`config.mk`:
```
export PLATFORM = sky130hd
export DESIGN_NAME = coh_enable_ctrl
export DESIGN_NICKNAME = d
export VERILOG_FILES = /design/src/rtl/coh_pkg.sv /design/src/rtl/coh_cap_sampler.sv /design/src/rtl/coh_port_slice.sv /design/src/rtl/coh_drain_tracker.sv /design/src/rtl/coh_enable_ctrl.sv
export SDC_FILE = /design/constraint.sdc
export NUM_CORES = 1
export LEC_CHECK = 0
export BUFFER_PORTS_ARGS = -buffer_cell sky130_fd_sc_hd__buf_2
export CORE_ASPECT_RATIO = 2
export CORE_MARGIN = 2
export CORE_UTILIZATION = 55
export CTS_BUF_LIST = sky130_fd_sc_hd__clkbuf_4
export DETAILED_ROUTE_END_ITERATION = 12
export GPL_ROUTABILITY_DRIVEN = 0
export GPL_TIMING_DRIVEN = 0
export PLACE_DENSITY = 0.74
export SYNTH_ARGS = -nofsm -noshare
export SYNTH_HDL_FRONTEND = slang
export SYNTH_SLANG_ARGS = --single-unit
```
`constraint.sdc`:
```
create_clock -name clk -period 7.5 [get_ports clk]
set_input_delay 0.375 -clock clk [delete_from_list [all_inputs] [get_ports clk]]
set_output_delay 0.375 -clock clk [all_outputs]
set_load 0.03 [all_outputs]
```
`src/rtl/coh_pkg.sv`:
```
package coh_pkg;
  typedef struct packed {
    logic snp;
    logic dvm;
  } en_pair_t;
endpackage

```
`src/rtl/coh_cap_sampler.sv`:
```
module coh_cap_sampler #(
  parameter int NUM_PORTS = 7
) (
  input  logic                 clk,
  input  logic                 rst,
  input  logic                 trig_i,
  input  logic [NUM_PORTS-1:0] cap_snp_i,
  input  logic [NUM_PORTS-1:0] cap_dvm_i,
  output logic [NUM_PORTS-1:0] cap_snp_d_o,
  output logic [NUM_PORTS-1:0] cap_dvm_d_o,
  output logic [NUM_PORTS-1:0] cap_snp_q_o,
  output logic [NUM_PORTS-1:0] cap_dvm_q_o
);
  logic taken_q;

  // Capture on the first access only; held afterwards.
  always_comb begin
    if (taken_q) begin
      cap_snp_d_o = cap_snp_q_o;
      cap_dvm_d_o = cap_dvm_q_o;
    end else if (trig_i) begin
      cap_snp_d_o = cap_snp_i;
      cap_dvm_d_o = cap_dvm_i;
    end else begin
      cap_snp_d_o = '0;
      cap_dvm_d_o = '0;
    end
  end

  always_ff @(posedge clk) begin
    if (rst) begin
      taken_q     <= 1'b0;
      cap_snp_q_o <= '0;
      cap_dvm_q_o <= '0;
    end else begin
      taken_q     <= taken_q | trig_i;
      cap_snp_q_o <= cap_snp_d_o;
      cap_dvm_q_o <= cap_dvm_d_o;
    end
  end

  // once captured, the capability bits never move
  p_caps_hold_r2: assert property (@(posedge clk) disable iff (rst)
    taken_q |=> ($stable(cap_snp_q_o) && $stable(cap_dvm_q_o)));
endmodule

```
`src/rtl/coh_port_slice.sv`:
```
module coh_port_slice
  import coh_pkg::*;
(
  input  logic     clk,
  input  logic     rst,
  input  logic     managed_i,
  input  logic     force_i,
  input  logic     in_reset_i,
  input  en_pair_t cap_i,
  input  logic     sw_we_i,
  input  en_pair_t sw_i,
  input  logic     hs_we_i,
  input  logic     hs_join_i,
  output en_pair_t eff_o,
  output logic     chg_o
);
  en_pair_t sw_req_q, sw_req_d;
  logic     hs_req_q, hs_req_d;
  en_pair_t eff_d;

  always_comb begin
    sw_req_d = (sw_we_i && !managed_i) ? sw_i : sw_req_q;
    hs_req_d = (hs_we_i && managed_i) ? hs_join_i : hs_req_q;
    if (managed_i) begin
      eff_d.snp = hs_req_d & cap_i.snp;
      eff_d.dvm = hs_req_d & cap_i.dvm;
    end else if (force_i) begin
      eff_d.snp = !in_reset_i & cap_i.snp;
      eff_d.dvm = !in_reset_i & cap_i.dvm;
    end else begin
      eff_d.snp = sw_req_d.snp & cap_i.snp;
      eff_d.dvm = sw_req_d.dvm & cap_i.dvm;
    end
    chg_o = (eff_d != eff_o);
  end

  always_ff @(posedge clk) begin
    if (rst) begin
      sw_req_q <= '0;
      hs_req_q <= 1'b0;
      eff_o    <= '0;
    end else begin
      sw_req_q <= sw_req_d;
      hs_req_q <= hs_req_d;
      eff_o    <= eff_d;
    end
  end

  // first cycle out of reset shows nothing enabled
  p_reset_clear_r1: assert property (@(posedge clk) disable iff (rst)
    $past(rst) |-> (eff_o == '0));
  // a forced port whose upstream is in reset is never enabled next cycle
  p_force_reset_r6: assert property (@(posedge clk) disable iff (rst)
    (force_i && !managed_i && in_reset_i) |=> (eff_o == '0));
endmodule

```
`src/rtl/coh_drain_tracker.sv`:
```
module coh_drain_tracker #(
  parameter int CNT_W = 8
) (
  input  logic clk,
  input  logic rst,
  input  logic start_i,
  input  logic done_i,
  input  logic chg_i,
  output logic pending_o
);
  localparam logic [CNT_W-1:0] CNT_MAX = {CNT_W{1'b1}};

  logic [CNT_W-1:0] outst_q, outst_d;
  logic [CNT_W-1:0] drain_q, drain_d;

  always_comb begin
    outst_d = outst_q;
    if (start_i && !done_i && outst_q != CNT_MAX)
      outst_d = outst_q + 1'b1;
    else if (done_i && !start_i && outst_q != '0)
      outst_d = outst_q - 1'b1;

    if (chg_i)
      drain_d = outst_d;
    else if (done_i && drain_q != '0)
      drain_d = drain_q - 1'b1;
    else
      drain_d = drain_q;
  end

  always_ff @(posedge clk) begin
    if (rst) begin
      outst_q <= '0;
      drain_q <= '0;
    end else begin
      outst_q <= outst_d;
      drain_q <= drain_d;
    end
  end

  assign pending_o = (drain_q != '0);

  // outstanding counter never wraps
  p_no_overflow_r9: assert property (@(posedge clk) disable iff (rst)
    (outst_q == CNT_MAX) |-> !(start_i && !done_i));
  // each completion without a new change retires one drain entry
  p_drain_step_r9: assert property (@(posedge clk) disable iff (rst)
    (drain_q != '0 && done_i && !chg_i) |=> (drain_q == $past(drain_q) - 1'b1));
  // change with nothing in flight leaves status clear
  p_idle_change_r10: assert property (@(posedge clk) disable iff (rst)
    (chg_i && outst_q == '0 && !start_i) |=> !pending_o);
endmodule

```
`src/rtl/coh_enable_ctrl.sv`:
```
module coh_enable_ctrl
  import coh_pkg::*;
#(
  parameter int NUM_PORTS = 7,
  parameter int CNT_W     = 8,
  parameter int PORT_W    = (NUM_PORTS > 1) ? $clog2(NUM_PORTS) : 1
) (
  input  logic                 clk,
  input  logic                 rst,
  input  logic [NUM_PORTS-1:0] cap_snoop_i,
  input  logic [NUM_PORTS-1:0] cap_dvm_i,
  input  logic [NUM_PORTS-1:0] up_in_reset_i,
  input  logic [NUM_PORTS-1:0] hs_managed_i,
  input  logic                 force_on_i,
  input  logic                 txn_start_i,
  input  logic                 txn_done_i,
  input  logic                 sw_wr_i,
  input  logic [PORT_W-1:0]    sw_port_i,
  input  logic                 sw_snoop_i,
  input  logic                 sw_dvm_i,
  input  logic                 hs_valid_i,
  input  logic [PORT_W-1:0]    hs_port_i,
  input  logic                 hs_join_i,
  output logic [NUM_PORTS-1:0] snoop_en_o,
  output logic [NUM_PORTS-1:0] dvm_en_o,
  output logic                 change_pending_o
);
  logic [NUM_PORTS-1:0] cap_snp_d, cap_dvm_d, cap_snp_q, cap_dvm_q;
  logic [NUM_PORTS-1:0] chg_vec;

  coh_cap_sampler #(.NUM_PORTS(NUM_PORTS)) u_caps (
    .clk        (clk),
    .rst        (rst),
    .trig_i     (txn_start_i | sw_wr_i),
    .cap_snp_i  (cap_snoop_i),
    .cap_dvm_i  (cap_dvm_i),
    .cap_snp_d_o(cap_snp_d),
    .cap_dvm_d_o(cap_dvm_d),
    .cap_snp_q_o(cap_snp_q),
    .cap_dvm_q_o(cap_dvm_q)
  );

  for (genvar i = 0; i < NUM_PORTS; i++) begin : g_port
    en_pair_t cap_w, sw_w, eff_w;
    assign cap_w.snp = cap_snp_d[i];
    assign cap_w.dvm = cap_dvm_d[i];
    assign sw_w.snp  = sw_snoop_i;
    assign sw_w.dvm  = sw_dvm_i;

    coh_port_slice u_slice (
      .clk       (clk),
      .rst       (rst),
      .managed_i (hs_managed_i[i]),
      .force_i   (force_on_i),
      .in_reset_i(up_in_reset_i[i]),
      .cap_i     (cap_w),
      .sw_we_i   (sw_wr_i && (sw_port_i == PORT_W'(i))),
      .sw_i      (sw_w),
      .hs_we_i   (hs_valid_i && (hs_port_i == PORT_W'(i))),
      .hs_join_i (hs_join_i),
      .eff_o     (eff_w),
      .chg_o     (chg_vec[i])
    );

    assign snoop_en_o[i] = eff_w.snp;
    assign dvm_en_o[i]   = eff_w.dvm;
  end

  coh_drain_tracker #(.CNT_W(CNT_W)) u_drain (
    .clk      (clk),
    .rst      (rst),
    .start_i  (txn_start_i),
    .done_i   (txn_done_i),
    .chg_i    (|chg_vec),
    .pending_o(change_pending_o)
  );

  // no enable is ever on without its captured capability
  p_cap_mask_r3: assert property (@(posedge clk) disable iff (rst)
    ((snoop_en_o & ~cap_snp_q) == '0) && ((dvm_en_o & ~cap_dvm_q) == '0));
endmodule

```
---- After elaboration in Yosys (flattened, before gate mapping) ----
Cells that the tools add are included.
cells by class
  equality and inequality tests ........... 20
  divide/modulo/power cells ............... 0
  order comparisons ....................... 0
  multipliers ............................. 0
  reduce and logical (&&, ||, !) cells .... 55
  bitwise logic cells ..................... 44
  shift operators ......................... 0
  mux-type cells .......................... 36
  add/sub/neg operators ................... 3
operator list
  cell                                                  count
  AND 1 bit                                             42
  2-to-1 mux 2 bit                                      21
  logical AND 1 bit                                     33
  2-to-1 mux 8 bit                                      4
  2-to-1 mux 7 bit                                      4
  equality test 3 bit (second input constant)           6
  zero test 1 bit                                       16
  nonzero test 8 bit                                    2
  subtractor 8 x 1 -> 8 bit (second input constant)     2
  != test 2 bit                                         7
  equality test 3 x 2 -> 1 bit (second input constant)  4
  adder 8 x 1 -> 8 bit (second input constant)          1
  != test 8 bit (second input constant)                 1
  2-to-1 mux 1 bit                                      7
  OR reduction 7 bit                                    1
  equality test 3 x 1 -> 1 bit (second input constant)  2
  zero test 3 bit                                       2
  OR 1 bit                                              2
  nonzero test 2 bit                                    1
word-level totals
  ROM bits ................................ 0
  input port bits ......................... 44
  bits in latches ......................... 0
  logic and storage cells ................. 198
  memories ................................ 0
  register bits after elaboration ......... 66
  output and inout port bits .............. 15
  memory bits (writable) .................. 0

---- Longest topological paths before layout ----
Gate-level depths: netlist (run 1).
  word-level depth ........................ 10
  gate-level depth with buffers ........... 10
  depth with buffers taken out ............ 9

---- Modules after synthesis ----
From an unflattened synthesis (run 1), not the netlist that was laid out.
second synthesis, totals
  cell total of the unflattened synthesis .. 528
  area, all modules ....................... 4,287.9 um^2
by module, submodules not included
  module             seq. area each (um^2)  area an instance (um^2)  instances  cells an instance
  coh_port_slice     100.1                  339.1                    7          41
  coh_drain_tracker  320.3                  1,128.6                  1          135
  coh_cap_sampler    300.3                  629.4                    1          78
  coh_enable_ctrl    0.0                    156.4                    1          28

---- Worst setup path after synthesis (run 1) ----
OpenSTA, ideal clock, no wires.
  path type ............................... input -> register
  start ................................... input port sw_port_i[1]
  end ..................................... register u_drain.drain_q[0]
  stages on the path ...................... 8
  arrival ................................. 2.560 ns
  path buffers ............................ 0
  setup slack ............................. 4.818 ns
  required time ........................... 7.379 ns
  library setup time ...................... 0.121 ns
  cell sequence ........................... nand2b_4 > nor4b_4 > mux2_4 > o21ai_2 > mux2_4 > a2111oi_4 > nand4_4 > mux2_4
on the way
  word-level cells in the longest chain between the ends .. 10
  elaborated cells between the ends (all ways) .. 66
  classes of those cells .................. 13 x eq/ne; 22 x mux; 14 x bitwise; 17 x reduce/logical
ends and longest elaborated chain
  item                                                        line                                        text
  start, declared                                             coh_enable_ctrl.sv:18                       input logic [PORT_W-1:0] sw_port_i,
  equality test 3 x 1 -> 1 bit, or another cell as far along  coh_enable_ctrl.sv:57                       .sw_we_i (sw_wr_i && (sw_port_i == PORT_W'(i))),
  logical AND 1 bit                                           coh_enable_ctrl.sv:57
  logical AND 1 bit                                           coh_port_slice.sv:22                        sw_req_d = (sw_we_i && !managed_i) ? sw_i : sw_req_q;
  2-to-1 mux 2 bit                                            coh_port_slice.sv:22
  AND 1 bit (on tied branches)                                coh_port_slice.sv:32, coh_port_slice.sv:31
  2-to-1 mux 2 bit                                            coh_port_slice.sv:27                        end else if (force_i) begin
  2-to-1 mux 2 bit                                            coh_port_slice.sv:24                        if (managed_i) begin
  != test 2 bit                                               coh_port_slice.sv:34                        chg_o = (eff_d != eff_o);
  OR reduction 7 bit *                                        coh_enable_ctrl.sv:74                       .chg_i (|chg_vec),
  2-to-1 mux 8 bit or nonzero test 2 bit (tied branches)      --
  end signal, assigned                                        coh_drain_tracker.sv:37                     drain_q <= drain_d;
  end, declared                                               coh_drain_tracker.sv:14                     logic [CNT_W-1:0] drain_q, drain_d;
Mark *: on every way between the ends. The rest lies on a longest branch, timed or not.
A chain may end at the register's enable or synchronous reset.

---- Final worst setup path (run 1) ----
  start ................................... register u_caps.taken_q
  end ..................................... register u_drain.drain_q[7]
on the way
  word-level cells in the longest chain between the ends .. 7
  elaborated cells between the ends (all ways) .. 68
  classes of those cells .................. 7 x eq/ne; 17 x mux; 42 x bitwise; 2 x reduce/logical
ends and longest elaborated chain
  item                                                    line                   text
  start, declared                                         coh_cap_sampler.sv:14  logic taken_q;
  start signal, assigned                                  coh_cap_sampler.sv:36  taken_q <= taken_q | trig_i;
  2-to-1 mux 7 bit                                        coh_cap_sampler.sv:18  if (taken_q) begin
  AND 1 bit (on tied branches)                            --
  2-to-1 mux 2 bit                                        coh_port_slice.sv:27
  2-to-1 mux 2 bit                                        coh_port_slice.sv:24
  != test 2 bit                                           coh_port_slice.sv:34
  OR reduction 7 bit *                                    coh_enable_ctrl.sv:74
  2-to-1 mux 8 bit or nonzero test 2 bit (tied branches)  --
Marks and branches as above.

==> key figures, run 1 <==
Outcome
  – Run status: finished, final reports clean

Clock tree
  – # hold bufs at CTS: 0
  – Clock Latency Late Sink: 440 ps
  – Clk root buf: clkbuf_4
  – Post-CTS sizing: 0
  – Max Buffers Root-to-Sink: 2
  – Num CTS Buffers: 9
  – Clock slew seen by the registers of the worst setup and hold paths: 100 ps
  – Clock sinks: 66
  – CTS tree: done
  – Post-CTS Setup Repair Bufs: 0
  – H-tree levels: 3

Drt
  – Post-DRT Antenna Nets: 0
  – Met3 WL: around 480 um
  – WL met1: 3840 um
  – Met2 Wirelength: 6230 um
  – Via count: 3665
  – Drt first pass iters: 5
  – Drt first-iter violations: around 240
  – Vias/cell: 5.95
  – Top layer used by detailed routing: met4
  – Routed wire per std cell: 18.4 um
  – Drt total wl: roughly 11000 um
  – DRC viols: 0

Final layout
  – Fillers: ~630
  – Area delta synth->final: 14.3%
  – Layout net count: 570
  – Most frequent cells in the layout: nor2_1 (77), dfxtp_1 (66), buf_2 (59), nand2_1 (37), nor2b_1 (24)
  – Antenna diodes: 0
  – Finished Layout Cells: a little over 600
  – Layout cells sized above 1: 20.3%
  – Post-route cell area: 4450 sq um
  – Commonest non-fill, non-tap cell in the layout: nor2_1

Critical path
  – Reg2Reg Setup Slack: between 4000 and 5000 ps
  – Worst R2R Path Depth: 9
  – Worst reg2reg endpoint: u_drain.drain_q[7]
  – Setup crit end kind: flip-flop
  – Data required, critical path: 7830 ps
  – Reg-to-reg startpoint: u_caps.taken_q
  – Setup CP Type: reg -> reg
  – Critical Path Source Type: flip-flop
  – Critical path peak fanout: 10
  – CP arrival: 3300 ps

STA
  – Tmin final: 2980 ps
  – Setup violations, final: 0
  – Max Slew Vio Count: 0
  – Least-Margin Pin Slew: 702 ps
  – RSZ-0062 raised after global routing: false
  – Slew margin rel.: 53.2%
  – Hold Fails Final Rpt: 0
  – Final period utilization: 39.7%
  – Maximum clock frequency: 336 MHz
  – Setup TNS Final: 0 ps
  – Worst clock skew: 11.7 ps

Worst hold path
  – Hold wc startpoint: rst
  – Hold Crit Class: in -> reg
  – Worst Hold End: u_drain.outst_q[1]
  – Hold depth: 2

Yosys
  – Syn_nets: 506
  – Unique masters post-synth: 73
  – Syn avg cell area: between 8 and 9 sq um
  – Post-synth EDFFs: 0
  – Mapped Cells: approximately 460
  – Top_reg_cell synth: dfxtp_1
  – Synth warn: 0
  – FF+latch count, synth: 66
  – Seq/Total Area, Yosys: 34.0%
  – Post-synth design cell area: 3890 sq um
  – Async SR Flop Fraction: 0%

Pwr
  – VDD IR-drop max: 0.339 mV
  – Leak: between 1.5 and 2 nW
  – PD cells: 255 nW/um^2

Die
  – I/O pin cnt: between 50 and 60
  – Placeable Area: 6890 sq um
  – Die Wd: 63.5 um
  – Die Ht: 123 um
  – Die footprint: slightly below 8000 sq um
  – Placement Rows: 43
  – Initial Utilization: 56.5%

Global routing
  – Largest net degree at the start of global routing: 12
  – Total grt overflow: 0
  – First-pass GRT wire length: 17900 um
  – Initial antenna violation count: 0
  – Vias in the first global route: 3646
  – Total track usage: 30.7%

Place
  – Port Buffers: 53
  – Placed Area: 4270 sq um
  – Dpl cells: 600
  – Hpwl dp: ~9000 um

Run
  – Number of max-cap violations: 0
## per-layer routing
layer	vias to the layer above	GRT usage (%)
li1	1786	-
met1	1720	27.9
met2	114	58.2
met3	45	5.73
met4	0	23.6
met5	-	0
## worst max-delay path: stages, from the launching register on
cell and delay, ps:
dfxtp_1 370, buf_2 250, buf_2 290, a22oi_1 170
a22oi_1 330, nand4_1 120, a2111oi_0 430, and4b_1 320
nand4_4 220, mux2_4 360
## synthesized netlist by cell type (all sizes together) (10+ instances only)
master   n  area (sq um)
buf     10          52.6
nor2    77           289
xnor2   12           105
mux2i   17           170
o21ai   13          72.6
clkbuf  11          41.3
dfxtp   66          1320
nor3    16          96.4
nand2   37           139
nand3   12          60.1
nor2b   24           150
a22oi   17           143
a21oi   21           105
mux2    14           199
## area by class of cell
cell class                      instances  area, sq um  share of cell area (%)
Sequential cell                        66         1320                    29.7
Inverter                                9         33.8                   0.760
Multi-Input combinational cell        361         2440                    54.9
Clock inverter                          6          105                    2.36
Buffer                                 21         93.8                    2.11
Clock buffer                           10         75.1                    1.69
Tap cell                               90          113                    2.53
Timing Repair Buffer                   53          265                    5.97
## cell families after synthesis
family,synth area share (%)
flip-flops,34.0
AND/OR/NAND/NOR,30.2
AO/OA/AOI/OAI,18.2
multiplexers,9.49
XOR/XNOR,3.15
buffers and inverters,3.28
adder cells (fa/ha/maj),1.61
## sequential cells by signal, summed over array words and instances, names as in the netlist
name / flops
u_caps.taken_q: 1
u_caps.cap_snp_q_o: 7
u_drain.outst_q: 8
u_caps.cap_dvm_q_o: 7
g_port.u_slice.sw_req_q: 14
u_drain.drain_q: 8
g_port.u_slice.eff_o: 14
g_port.u_slice.hs_req_q: 7
## stage by stage
step	hold slack, ps	power, W	worst slack, ps	util, %
final	195	0.00114	4520	64.6
after CTS	212	0.00114	4540	64.6
after floorplan	436	0.000737	4820	-
after global placement	442	0.000827	4460	62.0
after detailed placement	456	0.000833	4460	62.0
after global routing	202	0.00120	4400	64.6
## report_power, final
group / internal (W) / switching [W] / total [W]
logic: 0.000174 / 0.000221 / 0.000396
clock network: 0.000171 / 0.000133 / 0.000304
registers: 0.000394 / 0.0000417 / 0.000436
total: 0.000739 / 0.000396 / 0.00114
## worst max-delay path by stage
stage                    from                 end  slack, ps  cells past startpoint
2_1_floorplan    sw_port_i[1]  u_drain.drain_q[0]       4820                      8
3_3_place_gp          sw_wr_i  u_drain.drain_q[3]       4460                     11
3_5_place_dp          sw_wr_i  u_drain.drain_q[1]       4460                     10
4_1_cts        u_caps.taken_q  u_drain.drain_q[4]       4540                      9
5_1_grt        u_caps.taken_q  u_drain.drain_q[1]       4400                      9
6_report       u_caps.taken_q  u_drain.drain_q[7]       4520                      9
Power figures use the tool's default switching activity.
==> inputs of run 2 (changes only) <==
CORE_UTILIZATION = 53   (was 55)
PLACE_DENSITY = 0.75   (was 0.74)
clock period = 2.4 ns   (was 7.5 ns; I/O delays follow)
==> key figures, run 2 (synthesized netlist as in run 1, its figures left out) <==
Place
  – Hpwl dp: 9230 um
  – Placed Area: about 4300 sq um
  – Port Buffers: 53
  – Dpl cells: 602
  – DP Worst Slack: -534 ps

Critical path
  – Reg2Reg Setup Slack: -70 ps
  – Reg-to-reg startpoint: u_caps.taken_q
  – Setup CP Type: reg -> reg
  – Setup crit end kind: flip-flop
  – CP arrival: 2820 ps
  – Critical path peak fanout: 8
  – Crit path from: u_caps.taken_q
  – Worst reg2reg endpoint: u_drain.drain_q[0]
  – Critical Path Source Type: flip-flop
  – Worst R2R Path Depth: 9
  – Data required, critical path: 2750 ps
  – Setup crit end: u_drain.drain_q[0]

Pwr
  – Sw Ratio: roughly 38%
  – PD cells: around 760 nW/um^2
  – Leak: ~1.9 nW
  – P_int: 0.00221 W
  – Logic pwr share: 40.4%
  – VDD IR-drop max: ~0.31 mV
  – Clock power frac: about a fifth
  – Sequential Power Share: about two fifths
  – Psw: 0.00135 W

Drt
  – Via count: 3818
  – Drt first-iter violations: 203
  – Post-DRT Antenna Nets: 0
  – Routed wire per std cell: between 15 and 20 um
  – Drt total wl: 12100 um
  – Vias/cell: 6.09
  – Drt first pass iters: 5
  – DRC viols: 0

Clock tree
  – Clock slew seen by the registers of the worst setup and hold paths: 110 ps
  – H-tree levels: 3
  – Clk root buf: clkbuf_4
  – Max Buffers Root-to-Sink: 2
  – Clock sinks: 66
  – Clock Latency Late Sink: about 450 ps
  – Num CTS Buffers: 9
  – CTS tree: done

Global routing
  – Largest net degree at the start of global routing: 12
  – Total grt overflow: 0
  – First-pass GRT wire length: between 15000 and 20000 um
  – Initial antenna violation count: 0
  – Vias in the first global route: 3777
  – Total track usage: between 30% and 40%

Final layout
  – Area delta synth->final: 21.4%
  – Most frequent cells in the layout: nor2_1 (76), dfxtp_1 (60), buf_2 (57), nand2_1 (35), nor2b_1 (22)
  – Finished Layout Cells: roughly 630
  – Post-route cell area: 4720 sq um
  – Commonest non-fill, non-tap cell in the layout: nor2_1
  – Layout net count: a little under 600
  – Biggest regs: g_port.u_slice.eff_o (14), g_port.u_slice.sw_req_q (14)
  – Antenna diodes: 0
  – Fillers: 635
  – Layout cells sized above 1: 29.0%

STA
  – Final period utilization: 103%
  – Hold Fails Final Rpt: 1
  – Max Slew Vio Count: 0
  – Final setup margin: -73.9 ps
  – Tmin final: 2470 ps
  – Slew margin rel.: between 50% and 60%
  – Hold slack: -0.900 ps
  – RSZ-0062 raised after global routing: true
  – Least-Margin Pin Slew: between 600 and 700 ps
  – Maximum clock frequency: between 400 and 500 MHz
  – Setup violations, final: 8
  – Worst clock skew: a little under 10 ps

Run
  – Number of max-cap violations: 0

Worst hold path
  – Hold wc startpoint: hs_managed_i[5]
  – Hold Crit Class: in -> reg

Die
  – I/O pin cnt: 59
  – Die footprint: 8080 sq um
  – Die Ht: 125 um
  – Die Wd: ~65 um
  – Initial Utilization: between 50% and 60%
  – Placeable Area: just over 7000 sq um
  – Placement Rows: 44

Outcome
  – Run status: finished, violations left
  – Failing checks: hold timing, setup timing
-- run 2: changes by cell type in the layout (fill, tap and decap cells not counted), moves of 3 or more --
cell | before | now
a22oi_1 | 14 | 2
a22oi_2 | 3 | 15
buf_4 | 0 | 7
dfxtp_1 | 66 | 60
dfxtp_2 | 0 | 5
clkbuf_1 | 11 | 8
dlygate4sd3_1 | 0 | 3
o21ai_2 | 2 | 5
-- run 2: per-stage QoR --
| step | TNS [ps] | utilization [%] | total power, W |
|---|---|---|---|
| 6_report | -546 | 65.4 | 0.00356 |
| 5_1_grt | -1010 | 65.4 | 0.00375 |
| 4_1_cts | -1080 | 63.8 | 0.00348 |
| 3_5_place_dp | -4250 | 59.6 | 0.00272 |
| 3_3_place_gp | -4210 | 59.6 | 0.00267 |
| 2_1_floorplan | -222 | - | 0.00240 |
-- run 2: worst min path at each step --
stage | end | slack, ps | cells past startpoint
2_1_floorplan | u_drain.outst_q[1] | 210 | 1
6_report | g_port[5].u_slice.hs_req_q | -0.9 | 3
3_5_place_dp | u_drain.outst_q[1] | 400 | 2
5_1_grt | g_port[6].u_slice.sw_req_q[1] | 40 | 3
4_1_cts | g_port[5].u_slice.hs_req_q | 4 | 3
3_3_place_gp | u_drain.outst_q[1] | 400 | 2
-- run 2: worst max-delay path, cell delays in order, from the launching register on --
cell       delay, ps
dfxtp_2          350
buf_6            140
buf_8            140
a22oi_2          250
nor2_2           100
a32oi_2          240
o211ai_1         180
a2111oi_4        320
nand4_4          280
mux2_4           370
-- run 2: timing repair --
action                                  CTS  global route
pin swaps                                12            18
hold buffers                              3             0
resized for setup                        24            28
cloned                                    1             0
hold endpoints to repair                  3             0
endpoints found under the setup margin    8             9
buffers inserted                          4             3
-- run 2: final cells by class --
type / instances / area (sq um) / area share, %
Multi-Input combinational cell: 361 / 2620 / 55.5
Clock inverter: 7 / 60.1 / 1.27
Inverter: 9 / 33.8 / 0.716
Clock buffer: 9 / 67.6 / 1.43
Sequential cell: 66 / 1330 / 28.2
Tap cell: 92 / 115 / 2.44
Timing Repair Buffer: 64 / 384 / 8.14
Buffer: 19 / 106 / 2.25
-- run 2: routing by layer --
layer | wire, um | global-route usage (%)
met4 | 905 | 23.8
met1 | 3930 | 27.6
met2 | 6750 | 57.5
met5 | 0 | 0
met3 | 527 | 5.13
-- run 2: power by group through the flow --
stage | clock (W) | sequential, W | combinational, W
2_1_floorplan | 0 | 0.00136 | 0.00104
3_3_place_gp | 0 | 0.00137 | 0.00130
3_5_place_dp | 0 | 0.00138 | 0.00134
4_1_cts | 0.000727 | 0.00137 | 0.00138
5_1_grt | 0.000780 | 0.00141 | 0.00156
6_report | 0.000735 | 0.00139 | 0.00144
==> inputs of run 3 (changes only) <==
SKIP_CTS_REPAIR_TIMING = 1   (was not set)
==> key figures, run 3 (synthesized netlist as in run 1, its figures left out) <==
Drt
  – Post-DRT Antenna Nets: 0
  – Via count: between 3000 and 4000
  – Vias/cell: 6.12
  – Drt first-iter violations: 224
  – Drt total wl: approximately 12000 um
  – Drt first pass iters: 5
  – Routed wire per std cell: 19.3 um
  – DRC viols: 0

Final layout
  – Post-Route Utilization: roughly 65%
  – Area delta synth->final: 21.4%
  – Biggest regs: g_port.u_slice.eff_o (14), g_port.u_slice.sw_req_q (14)
  – Most frequent cells in the layout: nor2_1 (76), dfxtp_1 (62), buf_2 (57), nand2_1 (36)
  – Post-route cell area: 4720 sq um
  – Antenna diodes: 0
  – Finished Layout Cells: 627
  – Layout cells sized above 1: 28.2%
  – Commonest non-fill, non-tap cell in the layout: nor2_1
  – Layout net count: 579

Global routing
  – Total track usage: between 20% and 30%
  – Initial antenna violation count: 0
  – Total grt overflow: 0
  – Vias in the first global route: 3678
  – First-pass GRT wire length: 18000 um
  – Largest net degree at the start of global routing: 12

Clock tree
  – Max Buffers Root-to-Sink: 2
  – Num CTS Buffers: 9
  – Clk root buf: clkbuf_4
  – Clock slew seen by the registers of the worst setup and hold paths: 120 ps
  – H-tree levels: 3
  – Clock sinks: 66
  – CTS tree: done
  – Clock Latency Late Sink: around 440 ps

STA
  – Tmin final: about 2500 ps
  – Slew margin rel.: 56.6%
  – Hold Fails Final Rpt: 1
  – Maximum clock frequency: ~390 MHz
  – Max Slew Vio Count: 0
  – Hold slack: -15.7 ps
  – RSZ-0062 raised after global routing: true
  – Least-Margin Pin Slew: 651 ps
  – Setup TNS Final: -1040 ps
  – Final setup margin: -134 ps
  – Final period utilization: 106%
  – Setup violations, final: 8
  – Worst clock skew: ~11 ps

Die
  – I/O pin cnt: 59
  – Placement Rows: 44
  – Initial Utilization: 53.9%
  – Placeable Area: 7210 sq um
  – Die Ht: 125 um
  – Die Wd: around 65 um
  – Die footprint: approximately 8100 sq um

Run
  – Number of max-cap violations: 0

Critical path
  – Data required, critical path: about 2700 ps
  – CP arrival: 2880 ps
  – Setup crit end kind: flip-flop
  – Critical Path Source Type: flip-flop
  – Setup CP Type: reg -> reg
  – Critical path peak fanout: 8

Place
  – Placed Area: 4300 sq um
  – Hpwl dp: 9230 um
  – Dpl cells: 602
  – Port Buffers: 53

Pwr
  – Leak: ~1.9 nW
  – PD cells: 759 nW/um^2
  – Pwr Total: around 0.0036 W
  – VDD IR-drop max: slightly above 0.3 mV

Outcome
  – Run status: finished, violations left
  – Failing checks: hold timing, setup timing

Worst hold path
  – Hold Crit Class: in -> reg
-- run 3: per-layer routing --
layer,wire [um],GRT usage (%),vias up
met4,945,23.3,0
met5,0,0,-
li1,-,-,1802
met2,6680,55.0,151
met1,3990,27.1,1824
met3,493,5.04,58
-- run 3: cell type report --
| cell class | count | area (sq um) |
|---|---|---|
| Buffer | 20 | 128 |
| Clock buffer | 9 | 67.6 |
| Clock inverter | 7 | 60.1 |
| Fill cell | 639 | 2490 |
| Inverter | 9 | 33.8 |
| Multi-Input combinational cell | 361 | 2610 |
| Sequential cell | 66 | 1330 |
| Tap cell | 92 | 115 |
| Timing Repair Buffer | 63 | 378 |
-- run 3: final timing paths --
path	from	end	slack (ps)	cells after the start
setup / recovery	u_caps.taken_q	u_drain.drain_q[0]	-130	9
hold / removal	hs_managed_i[0]	g_port[0].u_slice.hs_req_q	-20	3
hold reg to reg	g_port[0].u_slice.hs_req_q	g_port[0].u_slice.hs_req_q	470	2
setup reg to reg	u_caps.taken_q	u_drain.drain_q[0]	-130	9
-- run 3: critical path: stages (launching register included) --
cell and delay [ps]:
dfxtp_4 390, buf_8 140, buf_8 140, a22oi_2 270, nor2_2 100, a32oi_2 240
o211ai_1 180, a2111oi_4 320, nand4_4 280, mux2_4 370
-- run 3: power breakdown --
group	switching [W]	total (W)	internal, W
Sequential	0.000149	0.00139	0.00124
Clock	0.000428	0.000733	0.000305
Combinational	0.000774	0.00146	0.000690
Total	0.00135	0.00358	0.00223
-- run 3: per-stage QoR --
| stage | hold slack, ps | setup slack [ps] |
|---|---|---|
| after global routing | 21.4 | -197 |
| after floorplan | 210 | -33.3 |
| after CTS | -62.8 | -548 |
| after global placement | 398 | -529 |
| final | -15.7 | -134 |
| after detailed placement | 400 | -534 |
